[src/rtl/dt_pkg.sv]
package dt_pkg;
  // Number of bits needed to hold values 0..cycles inclusive.
  function automatic int dt_cnt_bits(input int cycles);
    return (cycles < 2) ? 1 : $clog2(cycles + 1);
  endfunction
endpackage

[src/rtl/dt_sync.sv]
module dt_sync #(
  parameter int STAGES = 2
) (
  input  logic clk,
  input  logic rst_n,
  input  logic d,
  output logic q
);
  logic [STAGES-1:0] chain_q;

  always_ff @(posedge clk or negedge rst_n) begin
    if (!rst_n) chain_q <= '0;
    else        chain_q <= {chain_q[STAGES-2:0], d};
  end

  assign q = chain_q[STAGES-1];
endmodule

[src/rtl/dt_phase.sv]
module dt_phase #(
  parameter int DEAD_CYC = 8
) (
  input  logic clk,
  input  logic rst_n,
  input  logic cmd,
  output logic hi_q,
  output logic lo_q
);
  localparam int CW = dt_pkg::dt_cnt_bits(DEAD_CYC);
  localparam logic [CW-1:0] DEAD = CW'(DEAD_CYC);

  // Saturating step of the stability counter.
  function automatic logic [CW-1:0] cnt_step(input logic [CW-1:0] c);
    return (c == DEAD) ? c : c + 1'b1;
  endfunction

  logic          last_q;
  logic [CW-1:0] cnt_q;
  logic          edge_seen;   // synchronized command differs from last cycle
  logic          settle_now;  // this edge completes the deadtime

  assign edge_seen  = cmd ^ last_q;
  assign settle_now = !edge_seen && (cnt_q != DEAD) && (cnt_step(cnt_q) == DEAD);

  always_ff @(posedge clk or negedge rst_n) begin
    if (!rst_n) begin
      last_q <= 1'b0;
      cnt_q  <= '0;
      hi_q   <= 1'b0;
      lo_q   <= 1'b0;
    end else begin
      last_q <= cmd;
      if (edge_seen) begin
        cnt_q <= '0;
        hi_q  <= 1'b0;
        lo_q  <= 1'b0;
      end else begin
        cnt_q <= cnt_step(cnt_q);
        if (settle_now) begin
          hi_q <= cmd;
          lo_q <= !cmd;
        end
      end
    end
  end

  assert_no_overlap_R2: assert property (@(posedge clk) disable iff (!rst_n)
    !(hi_q && lo_q));

  assert_restart_clears_R4: assert property (@(posedge clk) disable iff (!rst_n)
    edge_seen |=> (!hi_q && !lo_q));

  assert_rise_after_count_R3: assert property (@(posedge clk) disable iff (!rst_n)
    ($rose(hi_q) || $rose(lo_q)) |-> ($past(cnt_q) == DEAD - 1'b1 && cnt_q == DEAD));

  assert_settled_follows_R1: assert property (@(posedge clk) disable iff (!rst_n)
    (cnt_q == DEAD && !edge_seen) |-> (hi_q == cmd && lo_q == !cmd));

  assert_reset_quiet_R6: assert property (@(posedge clk) disable iff (!rst_n)
    $rose(rst_n) |-> (!hi_q && !lo_q));
endmodule

[src/rtl/dt_gate.sv]
module dt_gate (
  input  logic hi_i,
  input  logic lo_i,
  input  logic ph_on,
  input  logic all_on,
  output logic hi_o,
  output logic lo_o
);
  logic pass;
  assign pass = ph_on & all_on;
  assign hi_o = hi_i & pass;
  assign lo_o = lo_i & pass;
endmodule

[src/rtl/pwm_deadtime3.sv]
module pwm_deadtime3 #(
  parameter int NPH         = 3,
  parameter int DEAD_CYC    = 8,
  parameter int SYNC_STAGES = 2
) (
  input  logic           clk,
  input  logic           rst_n,
  input  logic [NPH-1:0] ph_in,
  input  logic [NPH-1:0] ph_en,
  input  logic           out_en,
  output logic [NPH-1:0] hi_drv,
  output logic [NPH-1:0] lo_drv
);
  logic [NPH-1:0] cmd_sync;
  logic [NPH-1:0] hi_raw;
  logic [NPH-1:0] lo_raw;

  for (genvar g = 0; g < NPH; g++) begin : g_phase
    dt_sync #(.STAGES(SYNC_STAGES)) u_sync (
      .clk(clk), .rst_n(rst_n), .d(ph_in[g]), .q(cmd_sync[g])
    );

    dt_phase #(.DEAD_CYC(DEAD_CYC)) u_core (
      .clk(clk), .rst_n(rst_n), .cmd(cmd_sync[g]),
      .hi_q(hi_raw[g]), .lo_q(lo_raw[g])
    );

    dt_gate u_gate (
      .hi_i(hi_raw[g]), .lo_i(lo_raw[g]), .ph_on(ph_en[g]), .all_on(out_en),
      .hi_o(hi_drv[g]), .lo_o(lo_drv[g])
    );

    assert_phase_off_R7: assert property (@(posedge clk) disable iff (!rst_n)
      !ph_en[g] |-> (!hi_drv[g] && !lo_drv[g]));

    assert_enabled_shows_core_R9: assert property (@(posedge clk) disable iff (!rst_n)
      (ph_en[g] && out_en) |-> (hi_drv[g] == hi_raw[g] && lo_drv[g] == lo_raw[g]));
  end

  assert_global_off_R8: assert property (@(posedge clk) disable iff (!rst_n)
    !out_en |-> (hi_drv == '0 && lo_drv == '0));
endmodule

[config.mk]
export PLATFORM = sky130hd
export DESIGN_NAME = pwm_deadtime3
export DESIGN_NICKNAME = d
export VERILOG_FILES = /design/src/rtl/dt_pkg.sv /design/src/rtl/dt_sync.sv /design/src/rtl/dt_phase.sv /design/src/rtl/dt_gate.sv /design/src/rtl/pwm_deadtime3.sv
export SDC_FILE = /design/constraint.sdc
export NUM_CORES = 1
export LEC_CHECK = 0
export BUFFER_PORTS_ARGS = -buffer_cell sky130_fd_sc_hd__buf_2
export CAP_MARGIN = 40
export CELL_PAD_IN_SITES_DETAIL_PLACEMENT = 2
export CELL_PAD_IN_SITES_GLOBAL_PLACEMENT = 2
export CORE_ASPECT_RATIO = 1.25
export CORE_MARGIN = 4
export CORE_UTILIZATION = 40
export DETAILED_ROUTE_END_ITERATION = 10
export GPL_TIMING_DRIVEN = 0
export HOLD_SLACK_MARGIN = 0.02
export MAX_ROUTING_LAYER = met4
export PLACE_DENSITY = 0.81
export SETUP_SLACK_MARGIN = 0.02
export SLEW_MARGIN = 10
export SYNTH_ARGS = -nofsm -noshare
export SYNTH_HDL_FRONTEND = slang
export SYNTH_SLANG_ARGS = --single-unit
[constraint.sdc]
create_clock -name clk -period 2.6 [get_ports clk]
set_input_delay 0.52 -clock clk [delete_from_list [all_inputs] [get_ports clk]]
set_output_delay 0.52 -clock clk [all_outputs]
set_load 0.02 [all_outputs]
Yosys cells after proc, flatten, opt, wreduce, memory -nomap -nowiden

Cells that the tools add are included.

Bits of input ports: 9
Output and inout bits: 6
Register bits after elaboration: 27
Word-level logic and storage cells: 72

Equality and inequality tests: 9
Reductions and logical operators: 15
Bitwise gates (word level): 12
Add/subtract/negate cells: 3
Muxes and demuxes: 18

Operators by type and width:

| kind                  | number |
|---|---|
| $eq A4 B4 Y1 const B  | 6 |
| $mux W4               | 6 |
| $add A4 B1 Y4 const B | 3 |
| $mux W1               | 12 |
| $ne A4 B4 Y1 const B  | 3 |
| $and A1 B1 Y1         | 9 |
| $logic_and A1 B1 Y1   | 6 |
| $logic_not A1 Y1      | 6 |
| $reduce_bool A2 Y1    | 3 |
| $xor A1 B1 Y1         | 3 |

Longest topological paths before layout

Gate-level depths: netlist of run 1.

Depth in word-level cells: 6
Gate-level depth with buffers: 6

By module

From an unflattened synthesis of run 1, not the netlist that was laid out.

Cell total of the unflattened synthesis: 114
Area total of the unflattened synthesis: 1,325.0 µm²

Modules (own cells, without submodules):

| module   | cells each | area an instance (µm²) | instances |
|---|---|---|---|
| dt_phase | 34         | 379.1                  | 3 |
| dt_sync  | 2          | 50.0                   | 3 |
| dt_gate  | 2          | 12.5                   | 3 |

Worst setup path before layout of run 1

Ideal clock, no wire load.

Path kind: reg-to-reg
From: register g_phase[0].u_core.cnt_q[0]
To: register g_phase[0].u_core.hi_q
Slack: 1,055 ps
Path buffers: 0
Clock period less this slack: 1,545 ps
Library setup time: 128 ps
Stages on the path, launching flop included: 7
Data arrival time: 1,417 ps
Cells stage by stage: dfrtp_1 > inv_1 > ha_1 > a211oi_1 > a21o_1 > a41oi_2 > mux2_1

Cells in the longest elaborated chain, start to end: 5
Elaborated cells on any way between the ends: 8
Classes of those cells: add/sub: 1; eq/ne: 3; mux: 1; reduce/logical: 3

Ends and longest elaborated chain:

| item                                          | RTL line       | RTL |
|---|---|---|
| start: declaration                            | dt_phase.sv:19 | `logic [CW-1:0] cnt_q;` |
| start signal: assignment                      | dt_phase.sv:39 | `cnt_q <= cnt_step(cnt_q);` |
| $add A4 B1 Y4 or $eq A4 B4 Y1 (tied branches) | dt_phase.sv:15 | `return (c == DEAD) ? c : c + 1'b1;` |
| $mux W4                                       | dt_phase.sv:15 |  |
| $eq A4 B4 Y1                                  | dt_phase.sv:24 | `assign settle_now = !edge_seen && (cnt_q != DEAD) && (cnt_step(cnt_q) == DEAD);` |
| $logic_and A1 B1 Y1 (*)                       | dt_phase.sv:24 |  |
| $reduce_bool A2 Y1 (no source line) (*)       | n/a            |  |
| end signal: assignment                        | dt_phase.sv:41 | `hi_q <= cmd;` |
| end: declaration                              | dt_phase.sv:7  | `output logic hi_q,` |

Mark *: on every way between the ends. The rest lies on a longest branch, timed or not.
A chain may end at the register's enable or synchronous reset.

Worst setup path after layout of run 1

Same ends and word-level chain as after synthesis.

==> results of run 1 <==
[layout make-up]
cell class                      count  area (um2)
Inverter                           15       56.30
Clock inverter                      1       5.005
Multi-Input combinational cell     73       579.3
Clock buffer                        3       41.29
Timing Repair Buffer               14       70.07
Buffer                              6       45.04
Sequential cell                    27       675.6
Fill cell                         330        1704
Tap cell                           37       46.29
[metal layers]
metal	GRT usage, %	up-vias
li1	-	427
met1	16.87	452
met2	27.76	12
met3	2.301	4
met4	5.172	0
met5	-	-
[power by group]
part           internal [mW]  switching, mW
clock network          0.107          0.133
registers              0.466         0.0432
logic                 0.0874          0.108
[stage by stage]
| stage | std cells | power [mW] |
|---|---|---|
| finish | 176 | 0.9451 |
| global route | 176 | 1.016 |
| CTS | 176 | 0.9630 |
| detailed placement | 172 | 0.7165 |
| global placement | 172 | 0.6940 |
| floorplan | 121 | 0.6461 |
[sequential cells by signal, summed over array words and instances (netlist names)]
signal,cells
g_phase.u_core.lo_q,3
g_phase.u_core.hi_q,3
g_phase.u_sync.chain_q,6
g_phase.u_core.cnt_q,12
g_phase.u_core.last_q,3
[kinds of logic (layout without fill, tap and decap cells)]
| family | Yosys count | after routing | synth area share, % |
|---|---|---|---|
| AO/OA/AOI/OAI | 13 | 13 | 8.763 |
| multiplexers | 7 | 7 | 5.719 |
| buffers and inverters | 21 | 39 | 7.472 |
| XOR/XNOR | 9 | 9 | 5.812 |
| flip-flops | 27 | 27 | 49.82 |
| adder cells (fa/ha/maj) | 12 | 12 | 11.07 |
| AND/OR/NAND/NOR | 32 | 32 | 11.35 |
[cell usage after synthesis (all sizes together)]
| cell type | count |
|---|---|
| mux2i | 1 |
| xnor2 | 6 |
| inv | 15 |
| a211oi | 3 |
| buf | 6 |
| nand2 | 6 |
| or2b | 2 |
| mux2 | 6 |
| nand3b | 2 |
| ha | 12 |
| nor2 | 13 |
| dfrtp | 27 |
| a21oi | 3 |
| a21o | 3 |
| a41oi | 2 |
| and3 | 6 |
| a211o | 1 |
| xor2 | 3 |
| o211ai | 1 |
| nand3 | 3 |
[how the worst max path moves through the flow]
stage | endpoint | slack, ps | depth (start not counted)
3_3_place_gp | g_phase[2].u_core.hi_q$_DFFE_PN0P_ | 940 | 6
2_1_floorplan | g_phase[0].u_core.hi_q$_DFFE_PN0P_ | 1060 | 6
5_1_grt | g_phase[0].u_core.hi_q$_DFFE_PN0P_ | 750 | 6
4_1_cts | g_phase[0].u_core.hi_q$_DFFE_PN0P_ | 800 | 6
6_report | g_phase[0].u_core.hi_q$_DFFE_PN0P_ | 840 | 6
3_5_place_dp | g_phase[0].u_core.hi_q$_DFFE_PN0P_ | 810 | 6
==> impl_metrics.env, run 1 <==
export IMPL_cts_max_level=1
export IMPL_fp_row_count=23
export IMPL_dp_hpwl_um=2127
export IMPL_design_area_mm2=0.001519
export IMPL_r2r_start="g_phase[0].u_core.cnt_q[0]$_DFF_PN0_"
export IMPL_worst_slack_ps=839.1
export IMPL_top_layer="met4"
export IMPL_cap_violations=0
export IMPL_worst_slew_pin_slew_ps=622.1
export IMPL_m1WireLength_um=1043
export IMPL_fin_util_pct=47.13
export IMPL_start_util_pct=42.08
export IMPL_layout_drive_gt1_share_pct=20.14
export IMPL_clockRootBuffer="clkbuf_8"
export IMPL_synth_cells=121
export IMPL_hp_class="in2async"
export IMPL_slew_viol_final=0
export IMPL_nets=161
export IMPL_dp_slack_ps=810.6
export IMPL_numCtsBuffers=3
export IMPL_power_density_mw_per_mm2=622.2
export IMPL_period_share_pct=67.73
export IMPL_clockBufferDepth=2
export IMPL_drc_errors=0
export IMPL_insertion_delay_ps=270
export IMPL_route_met3_wl_um=82
export IMPL_yosysTopAreaCellShare_pct=49.82
export IMPL_place_congestion=0.7473
export IMPL_core_area_mm2=0.003223
export IMPL_fmax_ghz=0.5679
export IMPL_grt_pass1_wl_um=4933
export IMPL_clk_pin_slew_ps=90
export IMPL_worstPathRequired_ps=2760
export IMPL_diodes=0
export IMPL_cts_resized=0
export IMPL_yosys_area_top_type="dfrtp_1"
export IMPL_synthTopCellsByArea="dfrtp_1, ha_1, mux2_1"
export IMPL_endpoint_kind="flop"
export IMPL_crit_chain="inv_1 -> ha_1 -> a211oi_1 -> a21o_1 -> a41oi_2 -> mux2_1"
export IMPL_vias_per_cell=5.085
export IMPL_grt_max_degree=28
export IMPL_synth_area_mm2=0.001356
export IMPL_crit_path_start="g_phase[0].u_core.cnt_q[0]$_DFF_PN0_"
export IMPL_grt_overflow_total=0
export IMPL_min_period_ps=1761
export IMPL_cts_setup_buffers=0
export IMPL_syn_nets=142
export IMPL_r2r_end="g_phase[0].u_core.hi_q$_DFFE_PN0P_"
export IMPL_wl_per_cell_um=15.48
export IMPL_cpPeakStageDelay_ps=420
export IMPL_hold_viol=0
export IMPL_arrival_ps=1920
export IMPL_p_leak_nw=0.7839
export IMPL_antenna_found_initial=0
export IMPL_vias=895
export IMPL_worstSetupPathType="reg2reg"
export IMPL_die_height_um=73.11
export IMPL_io_buffer_count=14
export IMPL_worstSetupStartpointType="flop"
export IMPL_seq_area_frac_synth_pct=49.82
export IMPL_ys_types=21
export IMPL_io_pin_count=15
export IMPL_ir_worst_vdd_mv=0.3011
export IMPL_routed_wl_met2_um=1567
export IMPL_worstRegToRegCells=6
export IMPL_ff2ff_setup_slack_ps=840
export IMPL_syn_area_per_cell_um2=11.21
export IMPL_setup_viol=0
export IMPL_fin_worst_skew_ps=1.902
export IMPL_grtUsageTotal_pct=15.42
export IMPL_hold_slack_ps=250.0
export IMPL_drtIter0Drc=21
export IMPL_clkSinkCount=27
export IMPL_final_common_cell="dfrtp_1"
export IMPL_hold_buffers=0
export IMPL_critPathSlowestCell="dfrtp_1"
export IMPL_synth_ff_latch_count=27
export IMPL_cts_tree="done"
export IMPL_syn_to_final_growth_pct=11.99
export IMPL_finalSetupTns_ps=0
export IMPL_place_area_mm2=0.001473
export IMPL_fp_dieW_um=60.08
export IMPL_path_delay_family="compound AO/OA/AOI/OAI gates"
export IMPL_dr_pass1_iters=2
export IMPL_grt_pass1_vias=1084
export IMPL_wirelength_um=2725
export IMPL_yosysWarnings=0
export IMPL_die_area_mm2=0.004392
export IMPL_detail_route_antenna_nets=0
export IMPL_path_max_fanout=4
export IMPL_outcome="completed"
export IMPL_rsz0062_at_grt="no"
export IMPL_slew_headroom_pct=58.53
export IMPL_most_common_layout_cells="dfrtp_1, inv_1, buf_2, nor2_1, ha_1"
export IMPL_worstPathBufferInverterCount=1
Power figures use the tool's default switching activity.
==> inputs of run 2 (changes only) <==
- CORE_UTILIZATION: 40 -> 34
- PLACE_DENSITY: 0.81 -> 0.74
- clock period: 2.6 -> 1.5 ns (I/O delays scaled with it)
==> impl_metrics.env, run 2 (synthesized netlist as in run 1, its figures left out) <==
export IMPL_fin_worst_skew_ps=2.755
export IMPL_fp_dieW_um=64.49
export IMPL_hold_buffers=0
export IMPL_clk_pin_slew_ps=90
export IMPL_final_common_cell="dfrtp_1"
export IMPL_rsz0062_at_grt="yes"
export IMPL_min_period_ps=1580
export IMPL_vias=963
export IMPL_numCtsBuffers=3
export IMPL_io_pin_count=15
export IMPL_slew_headroom_pct=58.88
export IMPL_drtIter0Drc=5
export IMPL_wirelength_um=3269
export IMPL_most_common_layout_cells="dfrtp_1, buf_4, buf_2, nor2_1, inv_1"
export IMPL_cts_tree="done"
export IMPL_hold_slack_ps=32.87
export IMPL_worst_slew_pin_slew_ps=616.8
export IMPL_core_area_mm2=0.003816
export IMPL_start_util_pct=35.54
export IMPL_drc_errors=0
export IMPL_insertion_delay_ps=270
export IMPL_worstSetupStartpointType="flop"
export IMPL_power_density_mw_per_mm2=1041
export IMPL_vias_per_cell=4.586
export IMPL_setup_viol=6
export IMPL_p_leak_nw=0.8735
export IMPL_critPathSlowestCell="dfrtp_1"
export IMPL_ir_worst_vdd_mv=0.4270
export IMPL_fp_row_count=25
export IMPL_slew_viol_final=0
export IMPL_cpPeakStageDelay_ps=410
export IMPL_diodes=0
export IMPL_die_area_mm2=0.005070
export IMPL_outcome="finished, violations left"
export IMPL_largest_register_ffs=12
export IMPL_syn_to_final_growth_pct=29.80
export IMPL_place_area_mm2=0.001549
export IMPL_arrival_ps=1740
export IMPL_clockRootBuffer="clkbuf_8"
export IMPL_hold_viol=0
export IMPL_antenna_found_initial=0
export IMPL_violations="negative setup slack"
export IMPL_clkSinkCount=27
export IMPL_p_total_mw=1.832
export IMPL_worstPathRequired_ps=1660
export IMPL_nets=178
export IMPL_crit_chain="ha_2 -> a211oi_2 -> a21o_1 -> a41oi_2 -> mux2_4"
export IMPL_design_area_mm2=0.001760
export IMPL_grt_overflow_total=0
export IMPL_worst_slack_ps=-80.19
export IMPL_grt_max_degree=28
export IMPL_fmax_ghz=0.6328
export IMPL_period_share_pct=105.3
export IMPL_detail_route_antenna_nets=0
export IMPL_dp_hpwl_um=2048
export IMPL_grt_pass1_wl_um=5526
export IMPL_largestRegisters="g_phase.u_core.cnt_q x12, g_phase.u_sync.chain_q x6"
export IMPL_cap_violations=0
export IMPL_top_register="g_phase.u_core.cnt_q"
export IMPL_cts_max_level=1
export IMPL_layout_drive_gt1_share_pct=42.95
export IMPL_die_height_um=78.62
export IMPL_io_buffer_count=14
export IMPL_hp_class="in2async"
export IMPL_dr_pass1_iters=2
export IMPL_place_congestion=0.7259
export IMPL_endpoint_kind="flop"
export IMPL_worstSetupPathType="reg2reg"
export IMPL_grt_pass1_vias=1153
export IMPL_path_max_fanout=3
export IMPL_grtUsageTotal_pct=14.60
export IMPL_clockBufferDepth=2
export IMPL_wl_per_cell_um=15.57
## run 2: cell types whose count changed in the layout (fill, tap and decap cells not counted), moves of 4 or more
cell,change
buf_4,+17
ha_1,-8
ha_2,+4
ha_4,+4
inv_1,-6
inv_2,+6
mux2_1,-6
mux2_4,+6
## run 2: critical path: cells and delay by family (launching register included)
family / cells / cell delay, ps
AOI/OAI and AO/OA: 3 / 510
adders and majority gates: 1 / 220
DFF: 1 / 410
muxes: 1 / 330
## run 2: what timing repair did
action	in CTS	in global routing
pin swaps	9	2
setup buffers	13	4
setup endpoints to repair	6	6
resized for setup	11	2
## run 2: final timing paths
| check | start | endpoint | slack, ps | cells after the start |
|---|---|---|---|---|
| max in group asynchronous | rst_n | g_phase[0].u_core.cnt_q[0]$_DFF_PN0_ | 1030 | 1 |
| min reg2reg | g_phase[1].u_sync.chain_q[0]$_DFF_PN0_ | g_phase[1].u_sync.chain_q[1]$_DFF_PN0_ | 360 | 0 |
| min | rst_n | g_phase[2].u_core.cnt_q[3]$_DFF_PN0_ | 30 | 1 |
| max reg2reg | g_phase[2].u_core.cnt_q[1]$_DFF_PN0_ | g_phase[2].u_core.lo_q$_DFFE_PN0P_ | -80 | 5 |
| max | g_phase[2].u_core.cnt_q[1]$_DFF_PN0_ | g_phase[2].u_core.lo_q$_DFFE_PN0P_ | -80 | 5 |
| min in group clk | ph_in[1] | g_phase[1].u_sync.chain_q[0]$_DFF_PN0_ | 130 | 1 |
## run 2: stage by stage
| stage | std cells | setup TNS (ps) | utilization [%] | worst slack, ps |
|---|---|---|---|---|
| 4_1_cts | 206 | -235.6 | 45.28 | -66.60 |
| 2_1_floorplan | 121 | 0 | - | 25.80 |
| 3_3_place_gp | 189 | -293.7 | 40.59 | -54.91 |
| 5_1_grt | 210 | -654.1 | 46.13 | -116.4 |
| 3_5_place_dp | 189 | -557.7 | 40.59 | -112.2 |
| 6_report | 210 | -350.7 | 46.13 | -80.19 |
## run 2: area by class of cell
type | count | area (um2)
fillers | 414 | 2056
flip-flops and latches | 27 | 676.9
multi-input cells | 73 | 671.9
repair buffers | 31 | 197.7
well taps | 54 | 67.56
inverters | 15 | 56.30
clock buffers | 4 | 45.04
plain buffers | 6 | 45.04
## run 2: power by group
| group | switching, mW | internal, mW | leakage [nW] |
|---|---|---|---|
| registers | 0.0736 | 0.809 | 0.341 |
| clock network | 0.224 | 0.190 | 0.0228 |
| logic | 0.244 | 0.291 | 0.510 |
| total | 0.542 | 1.29 | 0.874 |
## run 2: routing by layer
metal / GRT usage, % / part of all wire [%]
met2: 26.24 / 55
met1: 16.26 / 42
met3: 1.860 / 2.0
met5: - / 0
met4: 5.708 / 0.98
==> inputs of run 3 (changes only) <==
- ABC_CLOCK_PERIOD_IN_PS: default -> 1400
- clock period: 1.5 -> 1.4 ns (I/O delays scaled with it)
==> impl_metrics.env, run 3 (synthesized netlist as in run 1, its figures left out) <==
export IMPL_outcome="finished, violations left"
export IMPL_violations="negative setup slack"
export IMPL_design_area_mm2=0.001846
export IMPL_place_congestion=0.8046
export IMPL_fin_worst_skew_ps=4.671
export IMPL_clkPwrFrac_pct=21.6
export IMPL_slew_viol_final=0
export IMPL_routed_wl_met2_um=1748
export IMPL_numCtsBuffers=3
export IMPL_m1WireLength_um=1428
export IMPL_power_frac_seq_pct=47.4
export IMPL_grtUsageTotal_pct=14.58
export IMPL_io_pin_count=15
export IMPL_core_area_mm2=0.003816
export IMPL_p_switching_uw=622.5
export IMPL_vias=942
export IMPL_worstPathRequired_ps=1560
export IMPL_largest_register_ffs=12
export IMPL_arrival_ps=1790
export IMPL_place_area_mm2=0.001562
export IMPL_wl_per_cell_um=15.87
export IMPL_grt_pass1_vias=1098
export IMPL_diodes=0
export IMPL_fin_util_pct=48.36
export IMPL_dr_pass1_iters=3
export IMPL_worst_slew_pin_slew_ps=611.9
export IMPL_clkSinkCount=27
export IMPL_dp_hpwl_um=2012
export IMPL_grt_overflow_total=0
export IMPL_layout_drive_gt1_share_pct=49.67
export IMPL_hold_viol=0
export IMPL_grt_pass1_wl_um=5547
export IMPL_hold_buffers=0
export IMPL_cts_max_level=1
export IMPL_fp_dieW_um=64.49
export IMPL_rsz0062_at_grt="yes"
export IMPL_start_util_pct=35.54
export IMPL_most_common_layout_cells="dfrtp_1, buf_4, nor2_1, inv_2, buf_2"
export IMPL_wirelength_um=3286
export IMPL_clockBufferDepth=2
export IMPL_grt_max_degree=28
export IMPL_hp_class="in2async"
export IMPL_worst_slack_ps=-232.6
export IMPL_route_met3_wl_um=80
export IMPL_ir_worst_vdd_mv=0.6268
export IMPL_internal_power_mw=1.435
export IMPL_period_share_pct=116.6
export IMPL_worstSetupStartpointType="flop"
export IMPL_path_max_fanout=4
export IMPL_clk_pin_slew_ps=90
export IMPL_top_layer="met4"
export IMPL_io_buffer_count=14
export IMPL_die_area_mm2=0.005070
export IMPL_detail_route_antenna_nets=0
export IMPL_syn_to_final_growth_pct=36.07
export IMPL_pwr_share_comb_pct=31.1
export IMPL_power_density_mw_per_mm2=1115
export IMPL_cap_violations=0
export IMPL_final_common_cell="dfrtp_1"
export IMPL_cts_tree="done"
export IMPL_clockRootBuffer="clkbuf_8"
export IMPL_p_total_mw=2.058
export IMPL_fp_row_count=25
export IMPL_fmax_ghz=0.6125
export IMPL_top_register="g_phase.u_core.cnt_q"
export IMPL_p_leak_nw=0.8609
export IMPL_largestRegisters="g_phase.u_core.cnt_q x12, g_phase.u_sync.chain_q x6"
export IMPL_antenna_found_initial=0
export IMPL_min_period_ps=1633
export IMPL_swShare_pct=30.25
export IMPL_hold_slack_ps=5.013
export IMPL_setup_viol=6
export IMPL_nets=175
export IMPL_drtIter0Drc=31
export IMPL_drc_errors=0
export IMPL_worstSetupPathType="reg2reg"
export IMPL_die_height_um=78.62
export IMPL_endpoint_kind="flop"
export IMPL_insertion_delay_ps=270
export IMPL_vias_per_cell=4.551
export IMPL_slew_headroom_pct=59.20
[run 3: power groups by stage]
| stage | logic (mW) | clock network [mW] | registers (mW) |
|---|---|---|---|
| 4_1_cts | 0.551 | 0.457 | 0.956 |
| 3_3_place_gp | 0.389 | 0 | 0.961 |
| 3_5_place_dp | 0.417 | 0 | 0.968 |
| 6_report | 0.639 | 0.444 | 0.975 |
| 2_1_floorplan | 0.313 | 0 | 0.943 |
| 5_1_grt | 0.715 | 0.495 | 0.993 |
[run 3: final timing paths]
check | start | cells past startpoint | slack, ps | to
max in group asynchronous | rst_n | 1 | 950 | g_phase[2].u_core.cnt_q[0]$_DFF_PN0_
worst max register to register | g_phase[1].u_core.cnt_q[1]$_DFF_PN0_ | 6 | -230 | g_phase[1].u_core.lo_q$_DFFE_PN0P_
worst max-delay path | g_phase[1].u_core.cnt_q[1]$_DFF_PN0_ | 6 | -230 | g_phase[1].u_core.lo_q$_DFFE_PN0P_
min in group clk | ph_in[2] | 1 | 110 | g_phase[2].u_sync.chain_q[0]$_DFF_PN0_
worst min register to register | g_phase[0].u_sync.chain_q[0]$_DFF_PN0_ | 0 | 360 | g_phase[0].u_sync.chain_q[1]$_DFF_PN0_
worst min-delay path | rst_n | 1 | 5 | g_phase[0].u_core.last_q$_DFF_PN0_
[run 3: metal layers]
layer	GRT usage, %	vias to the layer above
met1	17.37	466
li1	-	455
met5	-	-
met4	3.805	0
met2	25.72	17
met3	2.003	4
[run 3: per-stage QoR]
step / std cells / setup slack, ps / TNS, ps
after global placement: 189 / -116.5 / -672.2
after global routing: 207 / -292.4 / -1585
after detailed placement: 189 / -206.3 / -1037
after CTS: 204 / -189.1 / -958.1
after floorplan: 121 / -49.69 / -248.9
final: 207 / -232.6 / -1136
[run 3: worst max-delay path, stage by stage, from the launching register on]
cell	delay, ps
dfrtp_2	460
inv_2	80
ha_4	130
a211oi_2	70
a211o_1	320
o211ai_4	120
mux2_4	330
[run 3: repair_timing]
| item | 4_1_cts | 5_1_grt |
|---|---|---|
| gates cloned | 0 | 0 |
| setup endpoints to repair | 12 | 13 |
| resized for setup | 16 | 21 |
| setup buffers | 11 | 9 |
| pin swaps | 5 | 13 |
[run 3: layout make-up]
type | count | area [um2]
timing repair buffer | 33 | 250.2
clock buffer | 4 | 45.04
fill | 414 | 1971
multi-input combinational | 73 | 735.7
buffer | 1 | 7.507
sequential | 27 | 683.2
tap | 54 | 67.56
inverter | 15 | 56.30
